[src/rtl/ssif_rx_pkg.sv]
package ssif_rx_pkg;
  typedef enum logic [7:0] {
    CMD_SINGLE = 8'h02,
    CMD_FIRST  = 8'h06,
    CMD_MID    = 8'h07,
    CMD_LAST   = 8'h08
  } wr_cmd_e;

  localparam logic [7:0] REQ_NETFN_APP = 8'h18;
  localparam logic [7:0] RSP_NETFN_APP = 8'h1C;
  localparam logic [7:0] CAP_QUERY     = 8'h57;
  localparam logic [7:0] CC_BAD_LEN    = 8'hC7;
  localparam logic [7:0] CC_BAD_FIELD  = 8'hCC;

  typedef struct packed {
    logic [7:0] cmd;
    logic       has_len;
    logic [7:0] len_byte;
    logic [7:0] cnt;
  } wr_summary_t;
endpackage

[src/rtl/ssif_frame_rx.sv]
module ssif_frame_rx
  import ssif_rx_pkg::*;
#(
  parameter int CHUNK = 32
) (
  input  logic        clk,
  input  logic        rst_n,
  input  logic        acc,
  input  logic [7:0]  data,
  input  logic        last,
  output logic        pay_we,
  output logic [7:0]  pay_idx,
  output logic [7:0]  pay_data,
  output logic        done,
  output wr_summary_t summ
);
  logic [7:0] pos_q;

  always_ff @(posedge clk) begin
    if (!rst_n) begin
      pos_q <= '0;
      done  <= 1'b0;
      summ  <= '0;
    end else begin
      done <= acc && last;
      if (acc) begin
        if (pos_q == 8'd0) begin
          summ.cmd     <= data;
          summ.has_len <= 1'b0;
          summ.cnt     <= '0;
        end else if (pos_q == 8'd1) begin
          summ.len_byte <= data;
          summ.has_len  <= 1'b1;
        end else if (summ.cnt != 8'hFF) begin
          summ.cnt <= summ.cnt + 8'd1;
        end
        if (last)                pos_q <= '0;
        else if (pos_q != 8'hFF) pos_q <= pos_q + 8'd1;
      end
    end
  end

  assign pay_we   = acc && (pos_q >= 8'd2) && (summ.cnt < 8'(CHUNK));
  assign pay_idx  = summ.cnt;
  assign pay_data = data;
endmodule

[src/rtl/ssif_msg_buf.sv]
module ssif_msg_buf #(
  parameter int DEPTH = 255,
  localparam int AW = $clog2(DEPTH + 1)
) (
  input  logic          clk,
  input  logic          rst_n,
  input  logic          we,
  input  logic [AW-1:0] waddr,
  input  logic [7:0]    wdata,
  input  logic [AW-1:0] raddr,
  output logic [7:0]    rdata,
  output logic [7:0]    hdr0,
  output logic [7:0]    hdr1,
  output logic [7:0]    hdr2
);
  logic [7:0] mem [DEPTH];

  always_ff @(posedge clk) begin
    if (we) mem[waddr] <= wdata;
  end

  assign rdata = (int'(raddr) < DEPTH) ? mem[raddr] : 8'h00;
  assign hdr0  = mem[0];
  assign hdr1  = mem[1];
  assign hdr2  = mem[2];

  // appends never reach past the buffer end
  p_wr_in_range_r5: assert property (@(posedge clk) disable iff (!rst_n)
    we |-> (int'(waddr) < DEPTH));
endmodule

[src/rtl/ssif_cap_resp.sv]
module ssif_cap_resp
  import ssif_rx_pkg::*;
#(
  parameter int MAXSZ = 255,
  localparam int LW = $clog2(MAXSZ + 1)
) (
  input  logic [LW-1:0]   req_len,
  input  logic [7:0]      req_b2,
  output logic [6:0][7:0] rbytes,
  output logic [2:0]      rlen
);
  always_comb begin
    rbytes    = '0;
    rbytes[0] = RSP_NETFN_APP;
    rbytes[1] = CAP_QUERY;
    if (int'(req_len) < 3) begin
      rbytes[2] = CC_BAD_LEN;
      rlen      = 3'd3;
    end else if (req_b2[3:0] != 4'h0) begin
      rbytes[2] = CC_BAD_FIELD;
      rlen      = 3'd3;
    end else begin
      rbytes[2] = 8'h00;
      rbytes[3] = 8'h00;
      rbytes[4] = 8'h80;
      rbytes[5] = 8'(MAXSZ);
      rbytes[6] = 8'(MAXSZ);
      rlen      = 3'd7;
    end
  end
endmodule

[src/rtl/ssif_req_reasm.sv]
module ssif_req_reasm
  import ssif_rx_pkg::*;
#(
  parameter int DEPTH = 255,
  parameter int CHUNK = 32,
  localparam int LW = $clog2(DEPTH + 1)
) (
  input  logic          clk,
  input  logic          rst_n,
  input  logic          in_valid,
  output logic          in_ready,
  input  logic [7:0]    in_data,
  input  logic          in_last,
  output logic          msg_valid,
  input  logic          msg_ready,
  output logic [LW-1:0] msg_len,
  output logic [7:0]    msg_seq,
  input  logic [LW-1:0] msg_rd_addr,
  output logic [7:0]    msg_rd_data,
  input  logic          bmc_rsp_valid,
  input  logic [7:0]    bmc_rsp_seq,
  output logic [2:0]    resp_len,
  input  logic [2:0]    resp_rd_addr,
  output logic [7:0]    resp_rd_data,
  output logic          err
);
  logic        acc, pay_we, done;
  logic [7:0]  pay_idx, pay_data;
  wr_summary_t summ;

  logic [LW-1:0]   inlen_q, nxt_inlen;
  logic [7:0]      seq_q, hdr0, hdr1, hdr2;
  logic [6:0][7:0] resp_q, cap_bytes;
  logic [2:0]      cap_len;
  logic            is_new, is_app, len_ok, set_err, send, is_cap, buf_we;
  logic [LW:0]     sum_len, waddr_w;

  assign in_ready = !msg_valid && !done;
  assign acc      = in_valid && in_ready;

  ssif_frame_rx #(.CHUNK(CHUNK)) u_frame (
    .clk(clk), .rst_n(rst_n), .acc(acc), .data(in_data), .last(in_last),
    .pay_we(pay_we), .pay_idx(pay_idx), .pay_data(pay_data),
    .done(done), .summ(summ)
  );

  assign is_new  = (summ.cmd == CMD_SINGLE) || (summ.cmd == CMD_FIRST);
  assign is_app  = (summ.cmd == CMD_MID) || (summ.cmd == CMD_LAST);
  assign waddr_w = (is_new ? '0 : {1'b0, inlen_q}) + (LW+1)'(pay_idx);
  assign buf_we  = pay_we && (is_new || is_app) && (int'(waddr_w) < DEPTH);

  ssif_msg_buf #(.DEPTH(DEPTH)) u_buf (
    .clk(clk), .rst_n(rst_n), .we(buf_we), .waddr(waddr_w[LW-1:0]),
    .wdata(pay_data), .raddr(msg_rd_addr), .rdata(msg_rd_data),
    .hdr0(hdr0), .hdr1(hdr1), .hdr2(hdr2)
  );

  assign len_ok  = !summ.has_len ||
                   ((summ.len_byte == summ.cnt) && (summ.len_byte <= 8'(CHUNK)));
  assign sum_len = {1'b0, inlen_q} + (LW+1)'(summ.cnt);

  always_comb begin
    nxt_inlen = inlen_q;
    set_err   = 1'b0;
    send      = 1'b0;
    if (done) begin
      if (!len_ok) begin
        set_err = 1'b1;
        if (is_new) nxt_inlen = '0;
      end else if (is_new) begin
        if (summ.cnt < 8'd2) begin
          set_err   = 1'b1;
          nxt_inlen = '0;
        end else begin
          nxt_inlen = LW'(summ.cnt);
          send      = (summ.cmd == CMD_SINGLE);
        end
      end else if (is_app) begin
        if (inlen_q == '0) begin
          set_err = 1'b1;
        end else if (int'(sum_len) > DEPTH) begin
          set_err   = 1'b1;
          nxt_inlen = '0;
        end else begin
          nxt_inlen = sum_len[LW-1:0];
          send      = (summ.cmd == CMD_LAST) || (summ.cnt < 8'(CHUNK));
        end
      end
    end
  end

  assign is_cap = (hdr0 == REQ_NETFN_APP) && (hdr1 == CAP_QUERY);

  ssif_cap_resp #(.MAXSZ(DEPTH)) u_cap (
    .req_len(nxt_inlen), .req_b2(hdr2), .rbytes(cap_bytes), .rlen(cap_len)
  );

  always_ff @(posedge clk) begin
    if (!rst_n) begin
      inlen_q   <= '0;
      seq_q     <= '0;
      msg_valid <= 1'b0;
      msg_len   <= '0;
      msg_seq   <= '0;
      resp_len  <= '0;
      resp_q    <= '0;
      err       <= 1'b0;
    end else begin
      inlen_q <= nxt_inlen;
      err     <= set_err;
      if (bmc_rsp_valid && (bmc_rsp_seq == seq_q)) seq_q <= seq_q + 8'd1;
      if (msg_valid && msg_ready) msg_valid <= 1'b0;
      if (send && (nxt_inlen != '0)) begin
        if (is_cap) begin
          resp_q   <= cap_bytes;
          resp_len <= cap_len;
        end else begin
          msg_valid <= 1'b1;
          msg_len   <= nxt_inlen;
          msg_seq   <= seq_q;
          resp_len  <= '0;
        end
      end
    end
  end

  assign resp_rd_data = (resp_rd_addr < 3'd7) ? resp_q[resp_rd_addr] : 8'h00;

  // a waiting message holds its length and tag
  p_hold_r11: assert property (@(posedge clk) disable iff (!rst_n)
    msg_valid && !msg_ready |=> msg_valid && $stable(msg_len) && $stable(msg_seq));
  // a dispatched message is never empty
  p_nonempty_r1: assert property (@(posedge clk) disable iff (!rst_n)
    msg_valid |-> msg_len != '0);
  // a new dispatch leaves no local reply pending
  p_clear_r9: assert property (@(posedge clk) disable iff (!rst_n)
    $rose(msg_valid) |-> resp_len == 3'd0);
  // a rejected write never dispatches
  p_err_excl_r2: assert property (@(posedge clk) disable iff (!rst_n)
    err |-> !$rose(msg_valid));
  // local reply lengths are 3 or 7 only
  p_resp_len_r8: assert property (@(posedge clk) disable iff (!rst_n)
    resp_len == 3'd0 || resp_len == 3'd3 || resp_len == 3'd7);
  // end-of-write markers are separated by the stall cycle
  p_done_gap_r11: assert property (@(posedge clk) disable iff (!rst_n)
    done |=> !done);
endmodule

[config.mk]
export PLATFORM = sky130hd
export DESIGN_NAME = ssif_req_reasm
export DESIGN_NICKNAME = d
export VERILOG_FILES = /design/src/rtl/ssif_rx_pkg.sv /design/src/rtl/ssif_frame_rx.sv /design/src/rtl/ssif_msg_buf.sv /design/src/rtl/ssif_cap_resp.sv /design/src/rtl/ssif_req_reasm.sv
export SDC_FILE = /design/constraint.sdc
export NUM_CORES = 2
export LEC_CHECK = 0
export BUFFER_PORTS_ARGS = -buffer_cell sky130_fd_sc_hd__clkbuf_2
export CORE_MARGIN = 2
export CORE_UTILIZATION = 30
export DETAILED_ROUTE_END_ITERATION = 10
export PLACE_DENSITY = 0.53
export SLEW_MARGIN = 10
export SYNTH_ARGS = -nofsm -noshare
export SYNTH_HDL_FRONTEND = slang
export SYNTH_SLANG_ARGS = --single-unit
[constraint.sdc]
create_clock -name clk -period 9.9 [get_ports clk]
set_input_delay 1.98 -clock clk [delete_from_list [all_inputs] [get_ports clk]]
set_output_delay 1.98 -clock clk [all_outputs]
set_load 0.005 [all_outputs]
# After elaboration in Yosys (flattened, before gate mapping)
# Memory sizes are Yosys's and may differ from the RTL's.
# Cells that the tools add are included.
# totals
ram_bits	2040
regBits	113
memories	1
rom_bits	0
latch_bits	0
elab_cells	130
# op_classes
n_addsub	5
n_lt_le_gt_ge	10
bitwise_logic	2
shift	0
n_mul	0
n_eq_ne	12
n_div	0
muxes	45
reduce_logical	35
# mem_list
name	words	width	read_ports	rd_clocked_by_memory_dff	wr	line	text
u_buf.mem	255	8	4	0	1	ssif_msg_buf.sv:16	logic [7:0] mem [DEPTH];
# ops
cell	count
$mux W8	19
$mux W32	2
$add A8 B1 Y8 const B	3
$bmux W8 S3	1
$mux W1	19
$add A8 B8 Y9	2
$eq A8 B3 Y1 const B	2
$eq A8 B8 Y1	2
$logic_not A8 Y1	2
$lt A8 B2 Y1 const B	2
$ne A8 B8 Y1 const B	2
$logic_and A1 B1 Y1	12
$reduce_and A2 Y1	6
$gt A9 B8 Y1 const B	1
$lt A9 B8 Y1 const B	1
$mux W3	3
$mux W9	1
$eq A8 B1 Y1 const B	1
$eq A8 B2 Y1 const B	1
$eq A8 B4 Y1 const B	1
$eq A8 B5 Y1 const B	1
$eq A8 B7 Y1 const B	1
$ge A8 B2 Y1 const B	1
$le A8 B6 Y1 const B	1
other kinds (12)	22

# Longest topological paths before layout
# depth
ltp_word	11
mapped_depth	16
ltp_nobuf	13

# Cells and area by module
# A second synthesis with hierarchy kept.
# hier_totals
cells_unflattened	4690
area_unflattened_um2	87735.4
# modules_own_cells
mod	instances	area_per_inst_um2	cells_per_inst
ssif_msg_buf	1	79922.9	3793
ssif_req_reasm	1	5527.8	635
ssif_frame_rx	1	1780.5	198
ssif_cap_resp	1	504.2	64

# Least setup slack after synthesis
# No wires, ideal clock.
# synth_timing
path_type	input -> output
startpoint	input msg_rd_addr[0]
endpoint	output msg_rd_data[6]
arrival_time_ps	4456
n_path_buf	3
t_required_ps	7920
setup_slack_ps	3464
stages	9
cell_sequence	buf_2 clkbuf_1 buf_1 mux4_2 mux4_2 a22oi_1 nand2_1 a211oi_1 a211oi_1
# synth_between
elab_chain_len	2
# synth_lines
item	line	text
from (decl)	ssif_req_reasm.sv:18	input logic [LW-1:0] msg_rd_addr,
$mem_v2 Z255 W8 / $lt A8 B8 Y1 (equally long branches)	n/a	
$mux W8 (*)	ssif_msg_buf.sv:22	assign rdata = (int'(raddr) < DEPTH) ? mem[raddr] : 8'h00;
to (decl)	ssif_req_reasm.sv:19	output logic [7:0] msg_rd_data,
# Mark *: on every way between the ends. The rest lies on a longest branch, timed or not.

# Worst setup path in the final report
# layout_timing
startpoint	input msg_rd_addr[0]
endpoint	output msg_rd_data[2]
# The elaborated chain is that of the path after synthesis.

==> qor.json <==
{
  "io_buffers": {"value": 70},
  "cts_made_buffers": {"value": 216},
  "outcome": {"value": "finished clean"},
  "timing.final.hold_violations": {"value": 0},
  "reg2reg_depth": {"value": 13},
  "critical-path-max-stage-delay": {"value": 570, "unit": "ps"},
  "arrival": {"value": 6050, "unit": "ps"},
  "max_freq": {"value": 124, "unit": "MHz"},
  "initial_drc_count": {"value": 4405},
  "leakage": {"value": 29.2, "unit": "nW"},
  "tritoncts_clock_tree": {"value": "yes"},
  "fin_crit_sh": {"value": 81.2, "unit": "%"},
  "cts_post_setup_buffers_inserted": {"value": 0},
  "clk_pin_slew_worst_paths": {"value": 60, "unit": "ps"},
  "critical_path_class": {"value": "primary input to output pin"},
  "area_of_the_mapped_netlist": {"value": 0.0836, "unit": "mm²"},
  "grt-ovfl-total": {"value": 0},
  "post_synth.cell_area_avg": {"value": 21.5, "unit": "µm²"},
  "grt_setup_unrepaired": {"value": "no"},
  "first_drt_pass_iteration_count": {"value": 6},
  "grt_pass1_vias": {"value": 40700},
  "chipHeight": {"value": 532, "unit": "µm"},
  "detailroute.via_count": {"value": 40100},
  "first_pass_grt_wire_length": {"value": 309000, "unit": "µm"},
  "end_kind": {"value": "output pin"},
  "layout-area-overhead-vs-synth": {"value": 14.4, "unit": "%"},
  "mostFrequentLayoutCells": {"value": "sky130_fd_sc_hd__edfxtp_1, sky130_fd_sc_hd__mux4_2, sky130_fd_sc_hd__nor2_1, sky130_fd_sc_hd__clkbuf_16, sky130_fd_sc_hd__nand2_1"},
  "setup_viol": {"value": 0},
  "timing.critical_path.buf_inv": {"value": 4},
  "final_design_area_no_fill": {"value": 0.0956, "unit": "mm²"},
  "power_per_cell_area": {"value": 193, "unit": "mW/mm²"},
  "detailed_placer_s_ending_hpwl": {"value": 137000, "unit": "µm"},
  "clk_root_buffer_cell": {"value": "sky130_fd_sc_hd__clkbuf_16"},
  "dieWidth": {"value": 532, "unit": "µm"},
  "max-slew-margin-rel": {"value": 18.0, "unit": "%"},
  "top_level_ports": {"value": 71},
  "place_area": {"value": 0.0889, "unit": "mm²"},
  "postRouteAntennaNets": {"value": 0},
  "timing.critical_path.cells": {"value": "buf_8 -> buf_4 -> buf_4 -> mux4_2 -> mux4_2 -> a22oi_1 -> nand2_1 -> a211oi_1 -> a211oi_2 -> clkbuf_2"},
  "clkSinkCount": {"value": 2123},
  "gr-usage-all-layers": {"value": 15.0, "unit": "%"},
  "final_period_minus_worst_setup_slack": {"value": 8030, "unit": "ps"},
  "cp.depth": {"value": 10},
  "share_of_flip_flops_with_an_asynchronous_set_or_reset_after_synthesis": {"value": 0, "unit": "%"},
  "placementRows": {"value": 193},
  "yosysSeqAreaShare": {"value": 75.4, "unit": "%"},
  "yosys_most_used_dff": {"value": "sky130_fd_sc_hd__edfxtp_1"},
  "hold_ws": {"value": 464, "unit": "ps"},
  "finalCoreUtilization": {"value": 34.6, "unit": "%"},
  "syn_inst": {"value": 3890},
  "path_max_fanout": {"value": 51},
  "crit_start": {"value": "msg_rd_addr[0]"},
  "min-delay-start": {"value": "msg_len[4]"},
  "clock_latency_on_the_worst_skew_pair": {"value": 850, "unit": "ps"},
  "critical_path.startpoint_type": {"value": "primary input"},
  "final_layout_size_suffix_gt1_share": {"value": 27.3, "unit": "%"},
  "synth_top_area_share": {"value": 73.6, "unit": "%"},
  "wire_per_inst": {"value": 27.1, "unit": "µm"},
  "num-nets-final": {"value": 4139},
  "htree_levels": {"value": 4},
  "wirelength": {"value": 216000, "unit": "µm"},
  "synth_enable_flop_cells": {"value": 2048},
  "routed_via_density": {"value": 5.04},
  "worst_hold_path_type": {"value": "flip-flop to flip-flop"},
  "ys.warnings.count": {"value": 0},
  "holdPathStages": {"value": 2},
  "initial_antenna_violation_count": {"value": 8},
  "ys_types": {"value": 79},
  "core-area": {"value": 0.277, "unit": "mm²"},
  "cp_top_family": {"value": "buffers and inverters"},
  "timing.critical_path.required": {"value": 7920, "unit": "ps"},
  "yosys.area.top_type": {"value": "sky130_fd_sc_hd__edfxtp_1"},
  "irDropWorstVdd": {"value": 0.192, "unit": "mV"},
  "globalplace.congestion": {"value": 0.809},
  "die_area": {"value": 0.283, "unit": "mm²"},
  "netlist_top_cells_area": {"value": "sky130_fd_sc_hd__edfxtp_1, sky130_fd_sc_hd__mux4_2, sky130_fd_sc_hd__dfxtp_1, sky130_fd_sc_hd__nor2_1, sky130_fd_sc_hd__clkbuf_1"},
  "ys_ff_latch": {"value": 2123},
  "commonest_non_fill_non_tap_cell_in_the_layout": {"value": "sky130_fd_sc_hd__edfxtp_1"},
  "drc": {"value": 0},
  "worst_r2r_startpoint": {"value": "u_frame.summ[24]"},
  "post_cts_resized": {"value": 0},
  "finalSetupTns": {"value": 0, "unit": "ps"},
  "worst_clock_skew": {"value": 32.3, "unit": "ps"},
  "timing_max_transition_violations_final": {"value": 0},
  "floorplan.initialDensity": {"value": 30.2, "unit": "%"},
  "timing.max_cap.violations": {"value": 0},
  "cts_max_path_buffers": {"value": 3},
  "cts.hold.buffers_added": {"value": 0},
  "critPathSlowestCell": {"value": "sky130_fd_sc_hd__mux4_2"},
  "worstMarginPinSlew": {"value": 1230, "unit": "ps"},
  "grt_start_max_net_pins": {"value": 175}
}
[registers in the layout (all words and copies together), names as in the netlist]
register         flops
resp_q               5
u_frame.pos_q        8
inlen_q              8
msg_len              8
err                  1
u_frame.done         1
u_frame.pay_idx      8
resp_len             2
u_buf.mem         2048
u_frame.summ        17
msg_seq              8
seq_q                8
msg_valid            1
[metal layers]
layer,vias up,part of all wire [%],global-route usage (%)
met5,-,0,0
met4,0,2.4,3.99
met3,259,6.8,2.91
met2,1380,46,23.0
met1,21800,45,21.7
li1,16700,-,-
[cell usage after synthesis, types with 4 or more instances]
library cell,n
sky130_fd_sc_hd__edfxtp_1,2048
sky130_fd_sc_hd__mux4_2,648
sky130_fd_sc_hd__nor2_1,302
sky130_fd_sc_hd__clkbuf_1,134
sky130_fd_sc_hd__nand2_1,118
sky130_fd_sc_hd__dfxtp_1,75
sky130_fd_sc_hd__a21oi_1,62
sky130_fd_sc_hd__a22oi_1,51
sky130_fd_sc_hd__buf_2,44
sky130_fd_sc_hd__nor3_1,34
sky130_fd_sc_hd__buf_1,33
sky130_fd_sc_hd__xor2_1,26
sky130_fd_sc_hd__o21ai_0,25
sky130_fd_sc_hd__ha_1,22
sky130_fd_sc_hd__nand3_1,22
sky130_fd_sc_hd__and2_1,20
sky130_fd_sc_hd__inv_1,20
sky130_fd_sc_hd__mux2i_1,20
sky130_fd_sc_hd__xnor2_1,19
sky130_fd_sc_hd__nand4_1,14
sky130_fd_sc_hd__a211oi_1,13
sky130_fd_sc_hd__nor2b_1,11
sky130_fd_sc_hd__and3_1,8
sky130_fd_sc_hd__nand2b_1,8
sky130_fd_sc_hd__or3_1,7
sky130_fd_sc_hd__mux2_4,6
sky130_fd_sc_hd__o22ai_1,6
sky130_fd_sc_hd__or4_1,5
sky130_fd_sc_hd__a21o_1,4
sky130_fd_sc_hd__a31oi_1,4
sky130_fd_sc_hd__nor3b_1,4
sky130_fd_sc_hd__nor4_1,4
sky130_fd_sc_hd__o21a_1,4
sky130_fd_sc_hd__or2_2,4
[per-stage QoR]
step           instances  worst slack [ps]  power [mW]
2_1_floorplan       3897              3460        10.5
3_3_place_gp        7569              1570        10.9
3_5_place_dp        7569              1670        10.9
4_1_cts             7963              1660        18.7
5_1_grt             7965              1560        19.0
6_report            7969              1870        18.5
[cell families after synthesis]
| kind of cell | share of synthesized area [%] |
|---|---|
| DFF | 75.4 |
| AOI/OAI and AO/OA | 1.74 |
| and+or+nand+nor | 3.06 |
| muxes | 17.8 |
| xor gates and xnor gates | 0.472 |
| buffers and inverters | 1.16 |
| other | 0.00449 |
| adders and majority gates | 0.377 |
[layout make-up]
class / instances / area, µm²
Timing Repair Buffer: 183 / 1500
Fill cell: 25800 / 181000
Multi-Input combinational cell: 1538 / 19700
Inverter: 20 / 75.1
Clock buffer: 267 / 5670
Sequential cell: 2123 / 63000
Tap cell: 3705 / 4640
Antenna cell: 6 / 15.0
Clock inverter: 127 / 1040
[power by group]
group	total (mW)	switching [mW]	internal (mW)
clock network	7.78	3.47	4.31
logic	0.854	0.524	0.331
registers	9.85	0.00458	9.85
total	18.5	4.00	14.5
[final timing paths]
check / endpoint / slack, ps
hold reg to reg: msg_len[4] / 460
setup / recovery: msg_rd_data[2] / 1870
setup reg to reg: u_buf.mem[140][1] / 3760
hold / removal: msg_len[4] / 460
[worst register-to-register path: cells and delay by family (launching register included)]
family / cells / cell delay [ps]
adders and majority gates: 2 / 670
AOI/OAI and AO/OA: 6 / 1760
DFF: 1 / 330
and+or+nand+nor: 5 / 2960
Power figures use the tool's default switching activity.
